### src/rtl/prs_pkg.sv
package prs_pkg;

  // Pin level for a pattern bit: bit value 0 means "reset asserted".
  function automatic logic pin_level(input logic pat_bit, input logic act_high);
    return pat_bit ^ act_high;
  endfunction

  // Inactive (released) pin level for a polarity.
  function automatic logic idle_level(input logic act_high);
    return ~act_high;
  endfunction

endpackage

### src/rtl/prs_prescaler.sv
module prs_prescaler #(
  parameter int RATIO_W = 4
) (
  input  logic               clk,
  input  logic               rst,
  input  logic               clear,
  input  logic [RATIO_W-1:0] ratio0,
  input  logic [RATIO_W-1:0] ratio1,
  output logic               tick0_o,
  output logic               tick1_o
);
  localparam int CW = 1 << RATIO_W;

  logic [CW-1:0] c0_q, c1_q, mask0, mask1;
  logic          tick1_q;

  assign mask0   = (CW'(1) << ratio0) - CW'(1);
  assign mask1   = (CW'(1) << ratio1) - CW'(1);
  assign tick0_o = (c0_q == mask0);
  assign tick1_o = tick1_q;

  always_ff @(posedge clk) begin
    if (rst || clear) begin
      c0_q    <= '0;
      c1_q    <= '0;
      tick1_q <= 1'b0;
    end else begin
      tick1_q <= 1'b0;
      if (tick0_o) begin
        c0_q <= '0;
        if (c1_q == mask1) begin
          c1_q    <= '0;
          tick1_q <= 1'b1;
        end else begin
          c1_q <= c1_q + CW'(1);
        end
      end else begin
        c0_q <= c0_q + CW'(1);
      end
    end
  end

  AST_TB1_ON_TB0: assert property (@(posedge clk) disable iff (rst)
    tick1_q |-> $past(tick0_o)) else $error("tb1 without tb0");
  AST_TB1_CLEARED: assert property (@(posedge clk) disable iff (rst)
    $past(clear) |-> !tick1_q) else $error("tb1 after clear");
endmodule

### src/rtl/prs_sequencer.sv
module prs_sequencer
  import prs_pkg::*;
#(
  parameter int PAT_W     = 8,
  parameter int MAX_WIDTH = 64,
  parameter int CNT_W     = $clog2(PAT_W) + 1,
  parameter int WIDTH_W   = $clog2(MAX_WIDTH) + 1
) (
  input  logic               clk,
  input  logic               rst,
  input  logic               tick0,
  input  logic               start,
  input  logic [PAT_W-1:0]   pattern,
  input  logic [CNT_W-1:0]   pulse_cnt,
  input  logic [WIDTH_W-1:0] pulse_width,
  input  logic               act_high,
  output logic               accept_o,
  output logic               pin_o,
  output logic               busy_o,
  output logic               done_o
);
  localparam int IDX_W  = (PAT_W > 1) ? $clog2(PAT_W) : 1;
  localparam int WCNT_W = (MAX_WIDTH > 1) ? $clog2(MAX_WIDTH) : 1;

  logic [PAT_W-1:0]  pat_q;
  logic [IDX_W-1:0]  idx_q, last_idx_q, last_idx_d;
  logic [WCNT_W-1:0] wcnt_q, last_w_q, last_w_d;
  logic              pol_q, busy_q, done_q, pin_q;

  assign accept_o = start && !busy_q;
  assign pin_o    = pin_q;
  assign busy_o   = busy_q;
  assign done_o   = done_q;

  // Clamp bit count to 1..PAT_W, stored as last index.
  always_comb begin
    if (pulse_cnt == '0)
      last_idx_d = '0;
    else if (pulse_cnt > CNT_W'(PAT_W))
      last_idx_d = IDX_W'(PAT_W - 1);
    else
      last_idx_d = IDX_W'(pulse_cnt - CNT_W'(1));
  end

  // Clamp width to 1..MAX_WIDTH, stored as last count.
  always_comb begin
    if (pulse_width == '0)
      last_w_d = '0;
    else if (pulse_width > WIDTH_W'(MAX_WIDTH))
      last_w_d = WCNT_W'(MAX_WIDTH - 1);
    else
      last_w_d = WCNT_W'(pulse_width - WIDTH_W'(1));
  end

  always_ff @(posedge clk) begin
    if (rst) begin
      busy_q     <= 1'b0;
      done_q     <= 1'b0;
      pin_q      <= 1'b1;
      pat_q      <= '0;
      pol_q      <= 1'b0;
      idx_q      <= '0;
      wcnt_q     <= '0;
      last_idx_q <= '0;
      last_w_q   <= '0;
    end else begin
      done_q <= 1'b0;
      if (accept_o) begin
        busy_q     <= 1'b1;
        pat_q      <= pattern;
        pol_q      <= act_high;
        last_idx_q <= last_idx_d;
        last_w_q   <= last_w_d;
        idx_q      <= '0;
        wcnt_q     <= '0;
        pin_q      <= pin_level(pattern[0], act_high);
      end else if (busy_q) begin
        if (tick0) begin
          if (wcnt_q == last_w_q) begin
            wcnt_q <= '0;
            if (idx_q == last_idx_q) begin
              busy_q <= 1'b0;
              done_q <= 1'b1;
              pin_q  <= idle_level(pol_q);
            end else begin
              idx_q <= idx_q + IDX_W'(1);
              pin_q <= pin_level(pat_q[idx_q + IDX_W'(1)], pol_q);
            end
          end else begin
            wcnt_q <= wcnt_q + WCNT_W'(1);
          end
        end
      end else begin
        pin_q <= idle_level(act_high);
      end
    end
  end

  AST_DONE_ONE_CYCLE: assert property (@(posedge clk) disable iff (rst)
    done_q |=> !done_q) else $error("done longer than one cycle");
  AST_DONE_ENDS_BUSY: assert property (@(posedge clk) disable iff (rst)
    done_q |-> (!busy_q && $past(busy_q))) else $error("done without busy end");
  AST_IDX_IN_RANGE: assert property (@(posedge clk) disable iff (rst)
    busy_q |-> (idx_q <= last_idx_q)) else $error("bit index past count");
  AST_PIN_HELD: assert property (@(posedge clk) disable iff (rst)
    (busy_q && $past(busy_q) && !$past(tick0)) |-> $stable(pin_q)) else $error("pin moved off tick");
  AST_CFG_FROZEN: assert property (@(posedge clk) disable iff (rst)
    (busy_q && $past(busy_q)) |-> ($stable(pat_q) && $stable(pol_q) && $stable(last_w_q))) else $error("config changed while busy");
  AST_IDLE_LEVEL: assert property (@(posedge clk) disable iff (rst)
    (!busy_q && !done_q && !$past(busy_q) && !$past(rst)) |-> (pin_q == ~$past(act_high))) else $error("idle pin level");
endmodule

### src/rtl/panel_rst_seq.sv
module panel_rst_seq #(
  parameter int PAT_W     = 8,
  parameter int MAX_WIDTH = 64,
  parameter int RATIO_W   = 4,
  parameter int CNT_W     = $clog2(PAT_W) + 1,
  parameter int WIDTH_W   = $clog2(MAX_WIDTH) + 1
) (
  input  logic               clk,
  input  logic               rst,
  input  logic               start_i,
  input  logic [PAT_W-1:0]   pattern_i,
  input  logic [CNT_W-1:0]   pulse_cnt_i,
  input  logic [WIDTH_W-1:0] pulse_width_i,
  input  logic               act_high_i,
  input  logic [RATIO_W-1:0] ratio0_i,
  input  logic [RATIO_W-1:0] ratio1_i,
  output logic               panel_rst_o,
  output logic               busy_o,
  output logic               done_o,
  output logic               tb1_tick_o
);
  logic tick0, accept;

  prs_prescaler #(.RATIO_W(RATIO_W)) u_pre (
    .clk(clk), .rst(rst), .clear(accept),
    .ratio0(ratio0_i), .ratio1(ratio1_i),
    .tick0_o(tick0), .tick1_o(tb1_tick_o)
  );

  prs_sequencer #(
    .PAT_W(PAT_W), .MAX_WIDTH(MAX_WIDTH), .CNT_W(CNT_W), .WIDTH_W(WIDTH_W)
  ) u_seq (
    .clk(clk), .rst(rst), .tick0(tick0), .start(start_i),
    .pattern(pattern_i), .pulse_cnt(pulse_cnt_i), .pulse_width(pulse_width_i),
    .act_high(act_high_i), .accept_o(accept),
    .pin_o(panel_rst_o), .busy_o(busy_o), .done_o(done_o)
  );

  AST_START_IGNORED_BUSY: assert property (@(posedge clk) disable iff (rst)
    ($past(busy_o) && $past(start_i) && !$past(done_o) && busy_o) |-> !done_o) else $error("restart while busy");
endmodule

### config.mk
export PLATFORM = sky130hd
export DESIGN_NAME = panel_rst_seq
export DESIGN_NICKNAME = d
export VERILOG_FILES = /design/src/rtl/prs_pkg.sv /design/src/rtl/prs_prescaler.sv /design/src/rtl/prs_sequencer.sv /design/src/rtl/panel_rst_seq.sv
export SDC_FILE = /design/constraint.sdc
export NUM_CORES = 1
export LEC_CHECK = 0
export BUFFER_PORTS_ARGS = -buffer_cell sky130_fd_sc_hd__buf_2
export CORE_ASPECT_RATIO = 2
export CORE_MARGIN = 3
export CORE_UTILIZATION = 45
export CTS_CLUSTER_SIZE = 40
export DETAILED_ROUTE_END_ITERATION = 12
export GPL_ROUTABILITY_DRIVEN = 0
export PLACE_DENSITY = 0.74
export RECOVER_POWER = 25
export SETUP_SLACK_MARGIN = 0.4
export SYNTH_ARGS = -nofsm -noshare
export SYNTH_HDL_FRONTEND = slang
export SYNTH_HIERARCHICAL = 1
export SYNTH_SLANG_ARGS = --single-unit
export TNS_END_PERCENT = 100
### constraint.sdc
create_clock -name clk -period 12.7 [get_ports clk]
set_input_delay 2.54 -clock clk [delete_from_list [all_inputs] [get_ports clk]]
set_output_delay 2.54 -clock clk [all_outputs]
set_load 0.05 [all_outputs]
==> results of run 1 <==
## per-stage QoR
stage                     area (um2)  util, %  total power [mW]
after floorplan                 4170        -             0.253
after global placement          4300     47.7             0.265
after detailed placement        4300     47.7             0.268
after CTS                       4620     51.3             0.536
after global routing            4610     51.2             0.553
final                           4610     51.2             0.531
## cells by family (layout without fill, tap and decap cells)
| kind of cell | count (synthesis) | in the layout | share of synthesized area (%) |
|---|---|---|---|
| mux | 8 | 8 | 2.52 |
| simple gates | 265 | 265 | 33.7 |
| flops | 63 | 63 | 30.3 |
| compound gates | 104 | 104 | 15.5 |
| xor+xnor | 44 | 44 | 9.25 |
| buf+inv | 52 | 68 | 5.79 |
| fa+ha+maj | 10 | 10 | 2.97 |
## registers in the layout (all words and copies together), names as in the netlist
signal / flops
u_seq/pat_q: 8
u_pre/c0_q: 16
u_seq/pol_q: 1
u_seq/wcnt_q: 6
u_seq/pin_o: 1
u_seq/last_w_q: 6
u_pre/tick1_o: 1
u_seq/idx_q: 3
u_seq/last_idx_q: 3
u_seq/done_o: 1
u_pre/c1_q: 16
u_seq/busy_o: 1
## layer usage
metal	global-route usage [%]	part of all wire (%)	vias up
li1	-	-	1945
met1	20.5	39	1810
met2	37.1	55	103
met3	4.74	4.1	18
met4	8.40	2.5	0
met5	0	0	-
## layout by cell type (no fill, tap or decap), types with 4 or more instances in the layout
cell type | Yosys | routed
ha_1 | 9 | 9
inv_1 | 16 | 16
o21a_1 | 4 | 4
mux2i_1 | 6 | 6
nor2_1 | 64 | 64
nand2_1 | 63 | 63
xor2_1 | 19 | 19
xnor2_1 | 25 | 25
nor3_1 | 17 | 17
nand3b_1 | 5 | 5
o21ai_0 | 22 | 22
nor2b_1 | 4 | 4
nand3_2 | 10 | 10
nand2b_1 | 9 | 9
nand4_1 | 8 | 8
a21oi_1 | 28 | 28
a211oi_1 | 8 | 8
and2_1 | 5 | 5
clkbuf_16 | 0 | 9
buf_2 | 10 | 29
clkbuf_1 | 16 | 7
nand3_1 | 34 | 34
and3_1 | 8 | 8
a31oi_1 | 17 | 17
nand4b_1 | 4 | 4
dfxtp_1 | 63 | 63
or4_1 | 5 | 5
or3_1 | 5 | 5
## report_power, final
group	total (mW)	switching, mW	leakage [nW]	internal, mW
sequential	0.207	0.00430	0.512	0.203
clock	0.267	0.0850	0.160	0.182
combinational	0.0567	0.0351	0.987	0.0216
total	0.531	0.124	1.66	0.407
## worst reg2reg max path: cells and delay by family, from the launching register on
family                 cells  cell delay, ns
buffers and inverters      2            0.55
AOI/OAI and AO/OA          3            0.53
DFF                        1            0.51
and+or+nand+nor            7            1.62
## worst max path at each step
stage,start,end,slack (ns),cells after the start
detailed placement,ratio0_i[3],u_seq/pin_o,6.31,14
global route,ratio0_i[3],u_seq/pin_o,6.21,15
finish,ratio0_i[3],u_seq/pin_o,6.57,15
global placement,ratio0_i[3],u_seq/pin_o,6.43,14
floorplan,ratio0_i[0],u_seq/pin_o,6.82,15
CTS,ratio0_i[3],u_seq/pin_o,6.62,14
## cell type report
class                   instances  area [um2]  area share, %
inverters                      17        63.8           1.38
repair buffers                 35         171           3.71
well taps                     102         128           2.77
clock inverters                 3        65.1           1.41
flip-flops and latches         63        1260           27.3
multi-input cells             431        2670           57.8
clock buffers                  13         260           5.64
==> summary.txt, run 1 <==
Synth
  – List of most frequent post-synthesis cells: nor2_1, dfxtp_1, nand2_1, nand3_1, a21oi_1
  – Ys Warns: 6
  – Post-synthesis sequential area ratio: 30.3%
  – Top-count cell post-synth: nor2_1
  – Async S/R FF share, synth: 0%
  – Cell count after synthesis: about 550
  – Library cells used by synthesis: 61
  – Dominant synthesized flop cell: dfxtp_1
  – Post-synth EDFFs: 0
  – Synth Register Bits: 63
  – Top-area cell type share of the netlist area: between 30 and 40%
  – Synth area leader: dfxtp_1
  – Avg Cell Area, Syn: roughly 7.6 um2
  – Synth top area cells: dfxtp_1, nor2_1, nand2_1
  – Post-Syn Nets: 586
  – Synthesized area: between 4000 and 5000 um2

CTS
  – Gates resized, CTS repair: 0
  – Num CTS Buffers: 9
  – CTS tree: done
  – CTS Hold Bufs: 0
  – Clock transition at the registers of the reported paths: roughly 0.050 ns
  – Total setup buffers inserted after CTS: 0
  – H-tree levels: 3
  – Root Buffer: clkbuf_16
  – Worst-Skew Late Latency: approximately 0.34 ns
  – Sink Count: 63
  – CTS max path bufs: 2

Route
  – Post-Route WL: 9760 um
  – Drt initial violations: a little over 300
  – Vias after detailed routing: 3876
  – DR WL/cell: ~15 um
  – Drt first pass iters: 5
  – Antenna-violating nets left: 0
  – DRC Markers: 0
  – Vias per cell: 5.84

STA
  – Fin. Hold Viols: 0
  – Relative slew slack: between 50% and 60%
  – TNS Setup: 0 ns
  – Finish-stage setup viols: 0
  – Worst-margin pin slew: between 0.7 and 0.8 ns
  – Final Slew Violations: 0
  – WHS: 0.460 ns
  – Setup WS post-layout: 6.57 ns
  – Crit share post-route: between 40% and 50%
  – RSZ-0062 raised after global routing: no
  – Final Critical Period: 6.13 ns
  – Clock skew: around 0.011 ns
  – Fmax: approximately 160 MHz

Worst setup path
  – RR Endpoint: u_seq/pin_o
  – Launch point of the worst reg-to-reg path: u_pre/c0_q[0]
  – Crit path largest cell delay: between 0.5 and 0.6 ns
  – Crit. End Element: flop
  – Crit path DAT: between 6 and 7 ns
  – R2r setup slk: 9.38 ns
  – WP data required: 12.92 ns
  – CP top delay family: simple AND/OR/NAND/NOR gates
  – R2R depth: 12
  – Buf/Inv on CP: 3
  – Worst-path fanout max: 21
  – Slowest cell on crit path: or4_4
  – Setup crit start kind: input pin
  – Crit path kind: in2reg
  – Cells along the critical path: buf_2, or4_4, ha_1, and2_1, o21ai_1, a21o_1, nor3b_1, nand4_1, buf_4, inv_2, nand2_1, or3_1, nor2_2, nor2_1, a211o_1

Pwr
  – PD cells: 115 nW/um2
  – Static leakage: 1.66 nW
  – Peak supply drop: 0.0979 mV

GRT
  – First-pass GRT wire length: 16700 um
  – Total Routing Usage GR: about 20%
  – Largest net degree at the start of global routing: 29
  – Number of global-route vias before repair: 3719
  – Total global routing overflow: 0
  – Initial antenna violation count: 0

Hold path
  – WHS Endpoint: u_seq/pat_q[6]
  – Hold_sp: u_seq/pat_q[6]
  – Worst Hold Class: reg2reg
  – Hold Crit Depth: 2

Finish
  – Net count, final: approximately 600
  – Layout cells sized above 1: 12.6%
  – Final std cells w/o fill: around 660
  – Fill count: 831
  – # diodes: 0
  – Area delta synth->final: 10.7%

Floorplanning
  – IO Count: 35
  – Die width: 74.1 um
  – Row count: 49
  – Total core area: 9010 um2
  – Starting density of the core: between 40% and 50%
  – Die Y-Extent: ~140 um
  – Full die area: roughly 11000 um2

Placed design
  – Port-buffer cells: 34
  – Cell count after placement: 648
  – HPWL Detailed: just over 7000 um
  – Dpl ws: approximately 6.3 ns

Status
  – Outcome: finished clean

Flow run
  – Max_cap viols: 0
(Power assumes the default switching activity.)
==> inputs of run 2 (changes only) <==
==> constraint.sdc (replaced) <==
create_clock -name clk -period 6.1 [get_ports clk]
set_input_delay 1.22 -clock clk [delete_from_list [all_inputs] [get_ports clk]]
set_output_delay 1.22 -clock clk [all_outputs]
set_load 0.05 [all_outputs]
==> run 2 against run 1 <==
  * Count of clock-buffer cells in the layout decreased by 2
  * Clock skew decreased by 0.0056 ns
  * Clock power increased by 90%
  * First-iteration DRC count decreased by 3.6%
  * Sequential power increased by 110%
  * Critical endpoint unchanged
  * Die area unchanged
  * Hold slack got worse by 0.0040 ns
==> summary.txt, run 2 (synthesis gave the netlist of run 1 again) <==
Route
  – Vias after detailed routing: 3944 (was 3876)
  – Drt initial violations: 298 (was 309)
  – DRC Markers: 0 (unchanged)
  – Drt first pass iters: 5 (unchanged)
  – DR WL/cell: 14.7 um (about the same)
  – Antenna-violating nets left: 0 (unchanged)
  – Vias per cell: 5.96 (was 5.84)
  – Post-Route WL: 9720 um (was 9760 um)

Floorplanning
  – Die width: 74.1 um (unchanged)
  – Row count: 49 (unchanged)
  – Starting density of the core: 46.2% (unchanged)
  – Die Y-Extent: 142 um (unchanged)
  – IO Count: 35 (unchanged)
  – Total core area: 9010 um2 (unchanged)
  – Full die area: 10500 um2 (unchanged)

CTS
  – Total setup buffers inserted after CTS: 0 (unchanged)
  – CTS tree: done (unchanged)
  – Root Buffer: clkbuf_16 (unchanged)
  – Num CTS Buffers: 9 (unchanged)
  – CTS max path bufs: 2 (unchanged)
  – CTS Hold Bufs: 0 (unchanged)
  – Clock transition at the registers of the reported paths: 0.05 ns (about the same)
  – Worst-Skew Late Latency: 0.33 ns (was 0.34 ns)
  – Gates resized, CTS repair: 0 (unchanged)
  – H-tree levels: 3 (unchanged)
  – Sink Count: 63 (unchanged)

GRT
  – Total Routing Usage GR: 19.9% (was 20.0%)
  – Number of global-route vias before repair: 3873 (was 3719)
  – Total global routing overflow: 0 (unchanged)
  – First-pass GRT wire length: 16600 um (was 16700 um)
  – Largest net degree at the start of global routing: 29 (unchanged)
  – Initial antenna violation count: 0 (unchanged)

Pwr
  – PD cells: 230 nW/um2 (was 115 nW/um2)
  – Static leakage: 1.65 nW (was 1.66 nW)
  – Peak supply drop: 0.203 mV (was 0.0979 mV)
  – Final Total Pwr: 1.06 mW (was 0.531 mW)

Finish
  – Most common cell after layout, fill and taps aside: nor2_1 (unchanged)
  – # diodes: 0 (unchanged)
  – Net count, final: 597 (unchanged)
  – Fin util: 50.9% (was 51.2%)
  – Most frequent cells in the layout: nor2_1, nand2_1, dfxtp_1 (unchanged)
  – Fill count: 858 (was 831)
  – Area delta synth->final: 10.0% (was 10.7%)
  – Registers with the most flip-flops: u_pre/c0_q (16), u_pre/c1_q (16), u_seq/pat_q (8) (unchanged)
  – Layout cells sized above 1: 12.7% (was 12.6%)

Worst setup path
  – Worst path most repeated cell: or3_1
  – Cells along the critical path: buf_2, or4_4, ha_1, and2_1, or3_1, a211oi_2, nand4_1, buf_4, inv_2, nand2_1, or3_1, nor2_2, nor2_1, a211o_1 (was buf_2, or4_4, ha_1, and2_1, o21ai_1, a21o_1, nor3b_1, nand4_1, buf_4, inv_2, nand2_1, or3_1, nor2_2, nor2_1, a211o_1)
  – Crit path DAT: 4.99 ns (was 6.35 ns)
  – CP top delay family: simple AND/OR/NAND/NOR gates (unchanged)
  – Buf/Inv on CP: 3 (unchanged)
  – Crit. End Element: flop (unchanged)
  – Crit path largest cell delay: 0.58 ns (about the same)
  – Slowest cell on crit path: or4_4 (unchanged)
  – WP data required: 6.32 ns (was 12.92 ns)
  – Crit path kind: in2reg (unchanged)
  – Setup crit start kind: input pin (unchanged)
  – Worst-path fanout max: 21 (unchanged)

STA
  – Worst-margin pin slew: 0.711 ns (was 0.731 ns)
  – Fin. Hold Viols: 0 (unchanged)
  – Final Critical Period: 4.77 ns
  – RSZ-0062 raised after global routing: no (unchanged)
  – Crit share post-route: between 70% and 80%
  – Relative slew slack: 52.6% (was 51.2%)
  – Final Slew Violations: 0 (unchanged)
  – Finish-stage setup viols: 0 (unchanged)
  – TNS Setup: 0 ns (unchanged)
  – Fmax: 210 MHz
  – Clock skew: 0.00558 ns (was 0.0112 ns)

Flow run
  – Max_cap viols: 0 (unchanged)

Placed design
  – HPWL Detailed: 7140 um (was 7170 um)
  – Port-buffer cells: 34 (unchanged)

Hold path
  – Worst Hold Class: reg2reg (unchanged)

Status
  – Outcome: finished clean (unchanged)
==> run 2: cell types whose count changed in the layout (fill, tap and decap cells not counted) <==
cell / previous run / this run
clkbuf_1: 7 / 5
bufinv_16: 2 / 1
clkinv_4: 0 / 1
==> run 2: power breakdown <==
group | total (mW) | internal, mW | switching [mW]
Clock | 0.508 | 0.333 | 0.175
Sequential | 0.432 | 0.423 | 0.00871
Combinational | 0.118 | 0.0449 | 0.0726
==> run 2: area by class of cell <==
| cell class | instances | area (um2) | area share [%] |
|---|---|---|---|
| clock buffers | 11 | 253 | 5.51 |
| inverters | 17 | 63.8 | 1.39 |
| multi-input cells | 431 | 2670 | 58.1 |
| clock inverters | 3 | 43.8 | 0.955 |
| well taps | 102 | 128 | 2.78 |
| repair buffers | 35 | 171 | 3.74 |
| flip-flops and latches | 63 | 1260 | 27.5 |
==> run 2: final timing paths <==
kind / startpoint / end / slack (ns) / depth (start not counted)
max: ratio0_i[3] / u_seq/pin_o / 1.33 / 14
min: u_seq/pat_q[1] / u_seq/pat_q[1] / 0.46 / 2
max reg2reg: u_pre/c0_q[0] / u_seq/pin_o / 2.86 / 12
min reg2reg: u_seq/pat_q[1] / u_seq/pat_q[1] / 0.46 / 2
==> run 2: routing by layer <==
metal,routed length [um],global-route usage [%]
met5,0,0
met4,299,12.1
met3,408,3.11
met2,5430,36.7
met1,3590,19.8
==> run 2: per-stage QoR <==
step	std cells	hold WS (ns)	cell area (um2)	setup WS, ns
2_1_floorplan	546	0.433	4170	1.54
4_1_cts	662	0.455	4590	1.39
3_5_place_dp	648	0.448	4300	1.07
5_1_grt	662	0.481	4590	1.03
3_3_place_gp	648	0.443	4300	1.16
6_report	662	0.456	4590	1.33
==> run 2: worst register-to-register path: cells and delay by family, from the launching register on <==
family	cells	cell delay (ns)
flops	1	0.48
buf+inv	2	0.54
simple gates	7	1.58
compound gates	3	0.53
==> inputs of run 3 (changes only) <==
--- a/config.mk
+++ b/config.mk
@@ -5,6 +5,7 @@
 export SDC_FILE = /design/constraint.sdc
 export NUM_CORES = 1
 export LEC_CHECK = 0
+export ABC_AREA = 1
 export BUFFER_PORTS_ARGS = -buffer_cell sky130_fd_sc_hd__buf_2
 export CORE_ASPECT_RATIO = 2
 export CORE_MARGIN = 3
==> constraint.sdc (replaced) <==
create_clock -name clk -period 4.75 [get_ports clk]
set_input_delay 0.95 -clock clk [delete_from_list [all_inputs] [get_ports clk]]
set_output_delay 0.95 -clock clk [all_outputs]
set_load 0.05 [all_outputs]
==> run 3 against run 2 <==
  * Sequential share of layout area shrank 3.0 points
  * Synthesized cell count grew 43%
  * Critical path depth grew 6
  * Largest cell class unchanged
  * Global-route usage grew 2.2 points
  * Combinational power grew 90%
  * Via count grew 21%
  * Worst setup slack gained 0.20 ns
==> summary.txt, run 3 <==
Synth
  – Post-Syn Nets: 820 (was 586)
  – XOR/XNOR share of the synthesized area: 4.58% (was 9.25%)
  – Synth top area cells: dfxtp_1, nand2_1, nor2_1 (was dfxtp_1, nor2_1, nand2_1)
  – Async S/R FF share, synth: 0% (unchanged)
  – Multiplexer share of the synthesized area: 0% (was 2.52%)
  – Post-synthesis adder-cell area fraction: 2.45% (was 2.97%)
  – Post-synthesis sequential area ratio: 27.5% (was 30.3%)
  – Synth Register Bits: 63 (unchanged)
  – Ys Warns: 6 (unchanged)
  – Synth area leader: dfxtp_1 (unchanged)
  – Synthesized area: 4590 um2 (was 4170 um2)
  – Dominant synthesized flop cell: dfxtp_1 (unchanged)
  – Cell count after synthesis: 780 (was 546)
  – Post-synthesis simple-gate area fraction: 46.9% (was 33.7%)
  – List of most frequent post-synthesis cells: nand2_1, nor2_1, inv_1, nand3_1, dfxtp_1 (was nor2_1, dfxtp_1, nand2_1, nand3_1, a21oi_1)
  – Top-count cell post-synth: nand2_1 (was nor2_1)
  – Post-synthesis compound-gate area fraction: 7.00% (was 15.5%)
  – Top-area cell type share of the netlist area: 27.5% (was 30.3%)
  – Post-synth EDFFs: 0 (unchanged)
  – Library cells used by synthesis: 34 (was 61)
  – Avg Cell Area, Syn: 5.89 um2 (was 7.63 um2)
  – Largest family of logic cells by synthesized area: simple AND/OR/NAND/NOR gates (unchanged)

GRT
  – Largest net degree at the start of global routing: 17 (was 29)
  – Number of global-route vias before repair: 4604 (was 3873)
  – Total Routing Usage GR: 22.0% (was 19.9%)
  – First-pass GRT wire length: 20200 um (was 16600 um)
  – Total global routing overflow: 0 (unchanged)
  – Initial antenna violation count: 0 (unchanged)

Worst setup path
  – CP top delay family: simple AND/OR/NAND/NOR gates (unchanged)
  – Worst-path fanout max: 11 (was 21)
  – Slowest cell on crit path: ha_1 (was or4_4)
  – Crit path DAT: 3.46 ns (was 4.99 ns)
  – R2R depth: 5 (was 12)
  – Crit. End Element: flop (unchanged)
  – Buf/Inv on CP: 3 (unchanged)
  – WP data required: 4.99 ns (was 6.32 ns)
  – Crit path kind: in2reg (unchanged)
  – Worst path most repeated cell: nand2_1 (was or3_1)
  – Setup crit start kind: input pin (unchanged)
  – RR Endpoint: u_seq/last_w_q[4] (was u_seq/pin_o)
  – Cells along the critical path: buf_2, nor2_4, nand2_1, ha_1, nand2_1, inv_1, nor2_1, nand2_1, nor2_1, nand3_1, nor2_1, nand2_1, nor2_4, nand2_2, inv_2, nand2_2, nor4_2, nand2_1, xor2_1, nor2_1 (was buf_2, or4_4, ha_1, and2_1, or3_1, a211oi_2, nand4_1, buf_4, inv_2, nand2_1, or3_1, nor2_2, nor2_1, a211o_1)
  – R2r setup slk: 2.49 ns (was 2.86 ns)
  – Launch point of the worst reg-to-reg path: u_seq/busy_o (was u_pre/c0_q[0])
  – Crit path largest cell delay: 0.35 ns (was 0.58 ns)

STA
  – Worst-margin pin slew: 0.838 ns (was 0.711 ns)
  – Fin. Hold Viols: 0 (unchanged)
  – RSZ-0062 raised after global routing: no (unchanged)
  – Final Slew Violations: 0 (unchanged)
  – Clock skew: 0.00850 ns (was 0.00558 ns)
  – Relative slew slack: 43.9% (was 52.6%)
  – Crit share post-route: between 60 and 70%
  – Finish-stage setup viols: 0 (unchanged)
  – Final Critical Period: approximately 3.2 ns
  – TNS Setup: 0 ns (unchanged)
  – Fmax: between 300 and 400 MHz

Finish
  – Layout cells sized above 1: 10.0% (was 12.7%)
  – Net count, final: 851 (was 597)
  – Area delta synth->final: 12.1% (was 10.0%)
  – Final std cells w/o fill: 948 (was 662)
  – Most common cell after layout, fill and taps aside: nand2_1 (was nor2_1)
  – # diodes: 0 (unchanged)
  – Most frequent cells in the layout: nand2_1, nor2_1, inv_1 (was nor2_1, nand2_1, dfxtp_1)
  – Fin util: 52.4% (was 50.9%)
  – Registers with the most flip-flops: u_pre/c0_q (16), u_pre/c1_q (16), u_seq/pat_q (8) (unchanged)

Pwr
  – PD cells: 294 nW/um2 (was 230 nW/um2)
  – Peak supply drop: 0.265 mV (was 0.203 mV)
  – Final Total Pwr: 1.51 mW (was 1.06 mW)
  – Sw Share: 28.3% (was 24.2%)
  – Internal power: 1.08 mW (was 0.801 mW)
  – Sequential power share: 37.2% (was 40.8%)
  – Sw power: 0.428 mW (was 0.256 mW)
  – Comb power frac: 14.8% (was 11.1%)
  – Static leakage: 2.38 nW (was 1.65 nW)
  – Clk pwr share: 48.0% (about the same)

Hold path
  – Hold Crit Depth: 2 (unchanged)
  – WHS Endpoint: u_seq/pat_q[0] (was u_seq/pat_q[1])
  – Hold_sp: u_seq/pat_q[0] (was u_seq/pat_q[1])
  – Worst Hold Class: reg2reg (unchanged)

Floorplanning
  – IO Count: 35 (unchanged)
  – Total core area: 9830 um2 (was 9010 um2)
  – Full die area: 11500 um2 (was 10500 um2)
  – Die Y-Extent: 149 um (was 142 um)
  – Starting density of the core: 46.7% (was 46.2%)
  – Die width: 77.4 um (was 74.1 um)
  – Row count: 51 (was 49)

Placed design
  – Port-buffer cells: 34 (unchanged)
  – Cell count after placement: 932 (was 648)
  – HPWL Detailed: 9740 um (was 7140 um)

CTS
  – Worst-Skew Late Latency: 0.34 ns (was 0.33 ns)
  – CTS max path bufs: 2 (unchanged)
  – Gates resized, CTS repair: 0 (unchanged)
  – H-tree levels: 3 (unchanged)
  – CTS tree: done (unchanged)
  – Total setup buffers inserted after CTS: 0 (unchanged)
  – Sink Count: 63 (unchanged)
  – Clock transition at the registers of the reported paths: 0.06 ns (was 0.05 ns)
  – Num CTS Buffers: 9 (unchanged)
  – CTS Hold Bufs: 0 (unchanged)
  – Root Buffer: clkbuf_16 (unchanged)

Route
  – DR WL/cell: 12.7 um (was 14.7 um)
  – Antenna-violating nets left: 0 (unchanged)
  – Vias after detailed routing: 4771 (was 3944)
  – Post-Route WL: 12000 um (was 9720 um)
  – DRC Markers: 0 (unchanged)
  – Drt first pass iters: 4 (was 5)
  – Vias per cell: 5.03 (was 5.96)
  – Drt initial violations: 164 (was 298)

Flow run
  – Max_cap viols: 0 (unchanged)

Status
  – Outcome: finished clean (unchanged)
==> run 3: changes by cell type in the layout (fill, tap and decap cells not counted), moves of 8 or more <==
cell and delta:
nand2_1 +188, inv_1 +90, nor2_1 +49, nand3_1 +30
xnor2_1 -21, a31oi_1 -17, nand2_2 +9, nand2b_1 -9
a211oi_1 -8, a21oi_1 -8, and3_1 -8, inv_2 +8
nand3_2 -8
==> run 3: area by class of cell <==
type | instances | area (um2)
Fill cell | 1092 | 4680
Multi-Input combinational cell | 586 | 2790
Sequential cell | 63 | 1260
Inverter | 117 | 439
Clock buffer | 9 | 225
Timing Repair Buffer | 34 | 165
Tap cell | 132 | 165
Clock inverter | 7 | 103
==> run 3: worst register-to-register path: cells and delay by family, from the launching register on <==
family / cells / cell delay [ns]
AND/OR/NAND/NOR: 2 / 0.95
flip-flops: 1 / 0.40
AO/OA/AOI/OAI: 2 / 0.74
buffers and inverters: 1 / 0.10
==> run 3: kinds of logic (layout without fill, tap and decap cells) <==
kind of cell / after synthesis / in the layout
compound gates: 57 / 57
xor+xnor: 24 / 24
fa+ha+maj: 9 / 9
buf+inv: 131 / 167
flops: 63 / 63
simple gates: 496 / 496
==> run 3: how the worst max path moves through the flow <==
stage | end | slack (ns) | depth (start not counted) | start
finish | u_seq/wcnt_q[5] | 1.53 | 20 | ratio0_i[3]
detailed placement | u_seq/wcnt_q[5] | 1.17 | 20 | ratio0_i[3]
global route | u_seq/wcnt_q[5] | 1.06 | 20 | ratio0_i[3]
floorplan | u_seq/wcnt_q[5] | 1.51 | 21 | ratio0_i[0]
CTS | u_seq/wcnt_q[5] | 1.53 | 20 | ratio0_i[3]
global placement | u_seq/wcnt_q[5] | 1.23 | 20 | ratio0_i[3]
==> run 3: per-layer routing <==
metal  share of wire [%]  vias to the layer above  global-route usage (%)  routed length [um]
met5                   0                        -                       0                   0
met4                 6.2                        0                    15.8                 747
met3                 3.0                       48                    4.53                 363
met2                  55                       93                    41.6                6540
met1                  36                     2129                    20.3                4350
li1                    -                     2501                       -                   -
==> run 3: power by group through the flow <==
stage               Clock, mW  Sequential, mW  Combinational, mW
floorplan                   0           0.578              0.167
global placement            0           0.575              0.223
detailed placement          0           0.575              0.225
CTS                     0.740           0.564              0.226
global route            0.766           0.566              0.256
finish                  0.726           0.563              0.224
==> run 3: per-stage QoR <==
| step | area [um2] | hold WS (ns) | setup slack (ns) |
|---|---|---|---|
| floorplan | 4590 | 0.429 | 1.51 |
| global placement | 4830 | 0.448 | 1.23 |
| detailed placement | 4830 | 0.465 | 1.17 |
| CTS | 5160 | 0.480 | 1.53 |
| global route | 5150 | 0.503 | 1.06 |
| finish | 5150 | 0.479 | 1.53 |
